$ cat config.mk
export PLATFORM = sky130hd
export DESIGN_NAME = bch_bitfix
export DESIGN_NICKNAME = d
export VERILOG_FILES = /design/src/rtl/bch_fix_pkg.sv /design/src/rtl/bch_loc_map.sv /design/src/rtl/bch_erase_detect.sv /design/src/rtl/bch_synd_reverse.sv /design/src/rtl/bch_bitfix.sv
export SDC_FILE = /design/constraint.sdc
export NUM_CORES = 1
export LEC_CHECK = 0
export BUFFER_PORTS_ARGS = -buffer_cell sky130_fd_sc_hd__buf_2
export CAP_MARGIN = 20
export CORE_AREA = 2 2 316 318
export CTS_BUF_LIST = sky130_fd_sc_hd__clkbuf_2 sky130_fd_sc_hd__clkbuf_4 sky130_fd_sc_hd__clkbuf_8
export DETAILED_ROUTE_END_ITERATION = 7
export DIE_AREA = 0 0 318 320
export PLACE_DENSITY = 0.36
export SLEW_MARGIN = 20
export SYNTH_ARGS = -nofsm -noshare
export SYNTH_HDL_FRONTEND = slang
export SYNTH_SLANG_ARGS = --single-unit
$ cat constraint.sdc
create_clock -name clk -period 7.3 [get_ports clk]
set_clock_uncertainty 0.2 [all_clocks]
set_input_delay 0.365 -clock clk [delete_from_list [all_inputs] [get_ports clk]]
set_output_delay 0.365 -clock clk [all_outputs]
set_load 0.1 [all_outputs]
$ cat src/rtl/bch_fix_pkg.sv
package bch_fix_pkg;

   typedef enum logic [2:0] {
      FX_IDLE  = 3'd0,
      FX_SCAN  = 3'd1,
      FX_READ  = 3'd2,
      FX_WRITE = 3'd3,
      FX_DONE  = 3'd4
   } fix_state_e;

   // code 3 folds onto the middle strength
   function automatic logic [1:0] norm_code(input logic [1:0] c);
      return (c == 2'd3) ? 2'd1 : c;
   endfunction

   function automatic int unsigned nibble_count(input logic [1:0] c);
      case (norm_code(c))
         2'd0:    return 13;
         2'd2:    return 52;
         default: return 26;
      endcase
   endfunction

   function automatic int unsigned parity_bit_count(input logic [1:0] c);
      return nibble_count(c) * 4;
   endfunction

   function automatic int unsigned parity_byte_count(input logic [1:0] c);
      return (nibble_count(c) + 1) / 2;
   endfunction

endpackage

$ cat src/rtl/bch_loc_map.sv
module bch_loc_map
   import bch_fix_pkg::*;
#(
   parameter int SECTOR_BYTES = 512,
   parameter int LOC_W        = 13,
   localparam int DATA_BITS   = SECTOR_BYTES * 8,
   localparam int ADDR_W      = $clog2(SECTOR_BYTES)
) (
   input  logic [1:0]        strength,
   input  logic [LOC_W-1:0]  loc,
   output logic              hit,
   output logic [ADDR_W-1:0] byte_addr,
   output logic [2:0]        bit_sel
);

   generate
      if ((1 << LOC_W) < DATA_BITS + 208) begin : g_bad_w
         $error("LOC_W too narrow for sector plus parity");
      end
   endgenerate

   logic [LOC_W-1:0] span;
   logic [LOC_W-1:0] adj;

   always_comb begin
      span      = LOC_W'(parity_bit_count(strength));
      adj       = loc - span;
      hit       = (loc >= span) && (adj < LOC_W'(DATA_BITS));
      byte_addr = ADDR_W'((LOC_W'(DATA_BITS - 1) - adj) >> 3);
      bit_sel   = adj[2:0];
   end

endmodule

$ cat src/rtl/bch_erase_detect.sv
module bch_erase_detect
   import bch_fix_pkg::*;
#(
   parameter int MAX_PAR = 26
) (
   input  logic [1:0]           strength,
   input  logic [MAX_PAR*8-1:0] parity_in,
   output logic                 erased
);

   generate
      if (MAX_PAR < 26) begin : g_bad_par
         $error("MAX_PAR must cover the largest parity field");
      end
   endgenerate

   logic [MAX_PAR-1:0] is_ff;

   generate
      for (genvar k = 0; k < MAX_PAR; k++) begin : g_cmp
         assign is_ff[k] = (parity_in[k*8 +: 8] == 8'hFF);
      end
   endgenerate

   always_comb begin
      erased = 1'b1;
      for (int k = 0; k < MAX_PAR; k++) begin
         if (k < int'(parity_byte_count(strength)) && !is_ff[k])
            erased = 1'b0;
      end
   end

endmodule

$ cat src/rtl/bch_synd_reverse.sv
module bch_synd_reverse
   import bch_fix_pkg::*;
#(
   parameter int MAX_SYN = 28
) (
   input  logic [1:0]           strength,
   input  logic [MAX_SYN*8-1:0] synd_in,
   output logic [MAX_SYN*8-1:0] synd_out
);

   localparam int N4  = 8;
   localparam int N8  = 13;
   localparam int N16 = 28;

   generate
      if (MAX_SYN < N16) begin : g_bad_syn
         $error("MAX_SYN must cover the largest syndrome");
      end
   endgenerate

   logic [1:0] code;
   assign code = norm_code(strength);

   generate
      for (genvar i = 0; i < MAX_SYN; i++) begin : g_byte
         logic [7:0] b4, b8, b16;
         if (i < N4) begin : g_r4
            assign b4 = synd_in[(N4-1-i)*8 +: 8];
         end else begin : g_z4
            assign b4 = 8'h00;
         end
         if (i < N8) begin : g_r8
            assign b8 = synd_in[(N8-1-i)*8 +: 8];
         end else begin : g_z8
            assign b8 = 8'h00;
         end
         if (i < N16) begin : g_r16
            assign b16 = synd_in[(N16-1-i)*8 +: 8];
         end else begin : g_z16
            assign b16 = 8'h00;
         end
         assign synd_out[i*8 +: 8] = (code == 2'd0) ? b4 :
                                     (code == 2'd2) ? b16 : b8;
      end
   endgenerate

endmodule

$ cat src/rtl/bch_bitfix.sv
module bch_bitfix
   import bch_fix_pkg::*;
#(
   parameter int SECTOR_BYTES = 512,
   parameter int MAX_ERR      = 8,
   parameter int LOC_W        = 13,
   parameter int MAX_PAR      = 26,
   parameter int MAX_SYN      = 28,
   localparam int ADDR_W      = $clog2(SECTOR_BYTES),
   localparam int CNT_W       = $clog2(MAX_ERR + 1),
   localparam int IDX_W       = (MAX_ERR > 1) ? $clog2(MAX_ERR) : 1
) (
   input  logic                     clk,
   input  logic                     rst_n,
   input  logic                     start,
   input  logic [1:0]               strength,
   input  logic [CNT_W-1:0]         err_count,
   input  logic [MAX_ERR*LOC_W-1:0] err_locs,
   input  logic                     uncorrectable,
   input  logic [MAX_PAR*8-1:0]     parity_in,
   input  logic [MAX_SYN*8-1:0]     synd_in,
   output logic [MAX_SYN*8-1:0]     synd_out,
   output logic [ADDR_W-1:0]        mem_addr,
   output logic                     mem_rd_en,
   input  logic [7:0]               mem_rdata,
   output logic                     mem_wr_en,
   output logic [7:0]               mem_wdata,
   output logic                     busy,
   output logic                     done,
   output logic [CNT_W-1:0]         flip_count,
   output logic                     fail
);

   generate
      if (MAX_ERR < 1) begin : g_bad_err
         $error("MAX_ERR must be at least 1");
      end
   endgenerate

   fix_state_e        state;
   logic [1:0]        strength_q;
   logic [LOC_W-1:0]  locs_q [MAX_ERR];
   logic [CNT_W-1:0]  lim_q;
   logic [CNT_W-1:0]  idx_q;
   logic [ADDR_W-1:0] tgt_addr;
   logic [7:0]        tgt_mask;
   logic [CNT_W-1:0]  flips_q;
   logic              fail_q;

   logic [LOC_W-1:0]  loc_cur;
   logic              map_hit;
   logic [ADDR_W-1:0] map_addr;
   logic [2:0]        map_bit;
   logic              sector_erased;
   logic [CNT_W-1:0]  lim_in;

   assign loc_cur = (idx_q < CNT_W'(MAX_ERR)) ? locs_q[idx_q[IDX_W-1:0]] : '0;
   assign lim_in  = (err_count > CNT_W'(MAX_ERR)) ? CNT_W'(MAX_ERR) : err_count;

   bch_loc_map #(.SECTOR_BYTES(SECTOR_BYTES), .LOC_W(LOC_W)) map_i (
      .strength (strength_q),
      .loc      (loc_cur),
      .hit      (map_hit),
      .byte_addr(map_addr),
      .bit_sel  (map_bit)
   );

   bch_erase_detect #(.MAX_PAR(MAX_PAR)) erase_i (
      .strength (strength),
      .parity_in(parity_in),
      .erased   (sector_erased)
   );

   bch_synd_reverse #(.MAX_SYN(MAX_SYN)) synd_i (
      .strength(strength),
      .synd_in (synd_in),
      .synd_out(synd_out)
   );

   always_ff @(posedge clk) begin
      if (!rst_n) begin
         state      <= FX_IDLE;
         strength_q <= 2'd1;
         lim_q      <= '0;
         idx_q      <= '0;
         tgt_addr   <= '0;
         tgt_mask   <= 8'h00;
         flips_q    <= '0;
         fail_q     <= 1'b0;
         for (int k = 0; k < MAX_ERR; k++) locs_q[k] <= '0;
      end else begin
         case (state)
            FX_IDLE: begin
               if (start) begin
                  strength_q <= strength;
                  lim_q      <= lim_in;
                  idx_q      <= '0;
                  flips_q    <= '0;
                  fail_q     <= uncorrectable;
                  for (int k = 0; k < MAX_ERR; k++)
                     locs_q[k] <= err_locs[k*LOC_W +: LOC_W];
                  state <= (uncorrectable || sector_erased) ? FX_DONE : FX_SCAN;
               end
            end
            FX_SCAN: begin
               if (idx_q >= lim_q) begin
                  state <= FX_DONE;
               end else if (map_hit) begin
                  tgt_addr <= map_addr;
                  tgt_mask <= 8'h01 << map_bit;
                  state    <= FX_READ;
               end else begin
                  idx_q <= idx_q + 1'b1;
               end
            end
            FX_READ: state <= FX_WRITE;
            FX_WRITE: begin
               flips_q <= flips_q + 1'b1;
               idx_q   <= idx_q + 1'b1;
               state   <= FX_SCAN;
            end
            default: state <= FX_IDLE;
         endcase
      end
   end

   assign mem_addr   = tgt_addr;
   assign mem_rd_en  = (state == FX_READ);
   assign mem_wr_en  = (state == FX_WRITE);
   assign mem_wdata  = mem_rdata ^ tgt_mask;
   assign busy       = (state != FX_IDLE);
   assign done       = (state == FX_DONE);
   assign flip_count = flips_q;
   assign fail       = fail_q;

endmodule

Word-level counts from Yosys, hierarchy flattened
Memory sizes are Yosys's and may differ from the RTL's. A register that Yosys moved wholly into a read port is not among the register bits.
Index checks and enable logic that the tools add are counted.
- bits in registers: 35
- RAM bits: 104
- input bits: 554
- output and inout port bits: 250
- logic and storage cells: 272
- memories kept: 1
- add/sub/neg operators: 5
- order comparisons: 31
- eq/ne operators: 38
- shift-type cells: 1
- muxes and demuxes: 113
- bitwise gates (word level): 10
- reduce and logical (&&, ||, !) cells: 65
- memories (name ; depth ; width ; rd ports ; clocked after memory_dff ; wr ports ; RTL line ; RTL):
    locs_q ; 8 ; 13 ; 1 ; 1 ; 8 ; bch_bitfix.sv:42 ; logic [LOC_W-1:0] locs_q [MAX_ERR];
- operator list (kind ; count):
    2-to-1 mux 8 bit ; 56
    == test 8 bit, second input constant ; 26
    less-than comparator 5 x 31 -> 1 bit, first input constant ; 5
    2-to-1 mux 13 bit ; 9
    less-than comparator 4 x 6 -> 1 bit, first input constant ; 8
    2-to-1 mux 1 bit ; 31
    less-than comparator 5 x 6 -> 1 bit, first input constant ; 5
    logical AND 1 bit ; 27
    logical NOT 1 bit ; 26
    less-than comparator 3 x 6 -> 1 bit, first input constant ; 4
    one-hot mux 6 bit (2 select lines) ; 2
    2-to-1 mux 3 bit ; 6
    2-to-1 mux 4 bit ; 4
    >= comparator 13 x 8 -> 1 bit ; 1
    less-than comparator 13 bit, second input constant ; 1
    subtractor 13 x 8 -> 13 bit ; 1
    less-than comparator 1 x 6 -> 1 bit, first input constant ; 2
    less-than comparator 2 x 6 -> 1 bit, first input constant ; 2
    one-hot mux 3 bit (4 select lines) ; 1
    one-hot mux 4 bit (3 select lines) ; 1
    subtractor 12 bit, first input constant ; 1
    adder 4 x 1 -> 4 bit, second input constant ; 2
    == test 2 bit, second input constant ; 4
    bitwise OR 1 bit ; 8
    22 further kinds ; 30

Longest topological paths before layout
- word-level depth: 37
- depth in mapped cells: 16
- depth with buffers taken out: 13

Modules after synthesis
A second synthesis with hierarchy kept.
- cell total of the unflattened synthesis: 1030
- area, all modules: 9875.7 um^2
- modules (own cells, without submodules) (module ; times used ; cells each ; area each (um^2) ; sequential area each (um^2)):
    bch_bitfix ; 1 ; 498 ; 6453.7 ; 3883.7
    bch_synd_reverse ; 1 ; 396 ; 2526.2 ; 0.0
    bch_erase_detect ; 1 ; 73 ; 456.7 ; 0.0
    bch_loc_map ; 1 ; 63 ; 439.2 ; 0.0

Worst setup path before layout
No wires, ideal clock.
- kind: flip-flop to flip-flop
- start: register with a tool-made name
- end: register idx_q[3]
- setup time: 0.124 ns
- data arrival time: 3.691 ns
- slack: 3.285 ns
- cell stages (with the launch flop): 14
- path buffers: 2
- period minus slack after synthesis: 4.015 ns
- path through: dfxtp_1 -> buf_2 -> buf_2 -> mux4_2 -> mux2i_1 -> nor2_1 -> fa_1 -> a21o_1 -> a221o_1 -> or2_1 -> o21ai_1 -> o211ai_2 -> a211oi_2 -> mux2_1
- RTL lines (what ; RTL line ; RTL):
    to (signal assigned) ; bch_bitfix.sv:113 ; idx_q <= idx_q + 1'b1;
    to (signal assigned) ; bch_bitfix.sv:119 ; idx_q <= idx_q + 1'b1;
    to (decl) ; bch_bitfix.sv:44 ; logic [CNT_W-1:0] idx_q;

==> results.toml <==
[status]
status = "complete, no violations"

[critical_path]
cp_cell_sequence = "mux4_2 -> mux2_2 -> nand2_1 -> ha_1 -> inv_1 -> fa_1 -> a21o_1 -> a221o_1 -> nor4_1 -> mux2i_1 -> o21ai_2 -> nand2_1 -> mux2i_1"
cpPeakStageDelay_ns = 0.81
critPathBufInv = 1
crit_family = "multiplexers"
crit_required_ns = 7.43
cp_max_fo = 22
cp-end-kind = "flop"
critPathKind = "flop to flop"
slowest_stage = "dfxtp_2"
cp.arrival_ns = 4.82
worst_setup_path_start_kind = "flop"

[power]
p_comb_share_pct = 45.7
p_seq_share_pct = 32.6
p_leak_nw = 7.80
p_clk_share_pct = 21.7
vdd_drop_max_v = 0.000108
swShare_pct = 47.8
power_density_nw_per_um2 = 181
p_int_mw = 1.54
p_switching_mw = 1.41

[logic_synthesis]
ys_ff_latch = 142
synthMuxAreaShare_pct = 15.2
synth-simple-area-share_pct = 26.8
synthTopCellsByArea = "edfxtp_1 (32%), mux2i_1 (10%), and2_1 (9.4%), dfxtp_1 (7.8%), and3_1 (5.2%)"
yosysTopAreaCellShare_pct = 31.8
netlist_area_um2 = 9810
synth_nets = 1595
yosysTopAreaCell = "edfxtp_1"
ys_top_cells_by_count = "and2_1 (148), nand2_1 (105), edfxtp_1 (104)"
seq_area_frac_synth_pct = 39.6
synth_edf_count = 104
synth_most_common_cell = "and2_1"
async_flop_share_pct = 0
synth_top_family_by_area = "simple AND/OR/NAND/NOR gates"
synth_xor_area_share_pct = 1.16
yosysWarningCount = 0
syn_avg_cell_area_um2 = 9.54
synthDistinctLibCells = 55
synth_fa_ha_area_share_pct = 1.73
synth_cells = 1028
yosys_most_used_dff = "edfxtp_1"
synth_compound_area_share_pct = 11.5

[clock_tree]
cts_hold_buf = 67
cts_buffer_depth = 2
htreeDepth = 4
post_cts_buffers = 0
numCtsBuffers = 17
worstSkewPairLatency_ns = 0.47
clockRootBuffer = "clkbuf_8"
cts_resized = 0
cts_tree = "built"
path_clk_slew_ns = 0.09
cts.sinks = 142

[grt]
grt_pass1_vias = 11915
grt-ovfl-total = 0
grt_start_max_net_pins = 94
grt_pass1_wl_mm = 108
antenna_found_initial = 42
grt.total_usage_pct = 15.8

[die]
die_h_um = 320
die_w_um = 318
start_util_pct = 10.0
num_io_pins = 804
coreArea_um2 = 98000
rows = 115
dieArea_um2 = 102000

[finish]
drive_gt1_share_pct = 47.6
fillers = 11209
final_cells = 3151
fin_nets = 2413
areaGrowthSynthToFinish_pct = 66.0

[timing]
rsz0062_at_grt = "false"
fmax_ghz = 0.213
period_share_pct = 64.2
maxSlewHeadroom_pct = 22.2
worst_slew_pin_slew_ns = 1.16
final_hold_viol_count = 0
report.final.slew_viol_count = 0
finalCriticalPeriod_ns = 4.69
setup-violations-final = 0
finalWorstSetupSlack_ns = 2.61
tns_ns = 0

[route]
drc = 0
final_antenna_net_count = 0
dr.pass1.iters = 5
wl_per_cell_um = 26.5
drt_iter0_drc = 628
num_vias = 11560
wirelength_mm = 83.7
via_per_inst = 3.67

[place]
io_buffers = 803
gp_congestion = 0.924
pre_cts_ws_ns = 2.52
dp.cells = 3047
dp_hpwl_mm = 73.9

[job]
max-cap-violations = 0

[hold_path]
min_path_type = "input pin to flop"
==> kinds of logic (layout without fill, tap and decap cells) <==
family	count (synthesis)	count (layout)
flops	142	142
other cells	0	5
xor+xnor	13	13
buf+inv	96	927
mux	122	122
compound gates	168	168
simple gates	474	474
fa+ha+maj	13	13
==> cells in the final DEF (no fill, tap or decap), types with 16 or more instances in the layout <==
cell type / instances
buf_2: 800
and2_1: 148
nand2_1: 104
edfxtp_1: 104
mux2i_1: 96
and3_1: 81
o21ai_0: 71
dlygate4sd3_1: 67
nand4_1: 59
a22o_1: 45
dfxtp_1: 35
nor2_1: 24
mux4_2: 21
a21oi_1: 21
clkbuf_8: 17
nand3_1: 16
==> power groups by stage <==
stage | clock network, mW | registers (mW) | logic [mW]
floorplan | 0 | 0.985 | 0.854
global placement | 0 | 0.981 | 1.34
detailed placement | 0 | 0.980 | 1.34
CTS | 0.668 | 0.962 | 1.37
global route | 0.690 | 0.967 | 1.42
finish | 0.638 | 0.960 | 1.34
==> per-stage QoR <==
step                      total power, mW  utilization [%]  hold slack, ns  instance area [um2]
after global placement               2.32             15.5           0.246                15200
after global routing                 3.08             16.6         0.00929                16300
after detailed placement             2.32             15.5           0.249                15200
final                                2.94             16.6          0.0363                16300
after floorplan                      1.84                -           0.232                 9810
after CTS                            3.00             16.6        0.000546                16300
==> path summary, 6_finish.rpt <==
| check | startpoint | end | slack [ns] | cells past startpoint |
|---|---|---|---|---|
| setup / recovery | flop | mem_addr[1]$_SDFFE_PN0P_ | 2.61 | 13 |
| hold / removal | err_locs[76] | locs_q[5][11]$_SDFFCE_PN0P_ | 0.04 | 2 |
| setup reg to reg | flop | mem_addr[1]$_SDFFE_PN0P_ | 2.61 | 13 |
| hold reg to reg | lim_q[1]$_SDFFE_PN0P_ | lim_q[1]$_SDFFE_PN0P_ | 0.27 | 2 |
==> state kept, by name (all words and copies together) (netlist names), named ones only <==
register,count
tgt_mask,8
fail,1
mem_addr,9
state,3
strength_q,2
locs_q,104
flip_count,4
lim_q,4
idx_q,4
==> worst register-to-register path, stage by stage (launching register included) <==
cell and delay [ns]:
dfxtp_2 0.81, mux4_2 0.60, mux2_2 0.27, nand2_1 0.07
ha_1 0.16, inv_1 0.06, fa_1 0.41, a21o_1 0.19
a221o_1 0.37, nor4_1 0.24, mux2i_1 0.17, o21ai_2 0.24
nand2_1 0.55, mux2i_1 0.24
==> metal layers <==
metal / up-vias / part of all wire [%] / routed length, um / track usage (%)
met5: - / 0.35 / 291 / 0.473
met4: 36 / 0.69 / 578 / 1.53
met3: 87 / 9.3 / 7790 / 6.55
met2: 507 / 46 / 38300 / 25.9
met1: 5485 / 44 / 36700 / 20.0
li1: 5445 / - / - / -
==> cell type report <==
cell class                 count  area [um2]  area share (%)
sequential                   142        3890            23.9
timing repair buffer         881        4790            29.4
antenna                        5        12.5          0.0768
tap                         1287        1610            9.89
clock buffer                  17         234            1.44
inverter                      14        52.6           0.323
multi-input combinational    790        5550            34.1
clock inverter                15         154           0.945
(Power assumes the default switching activity.)
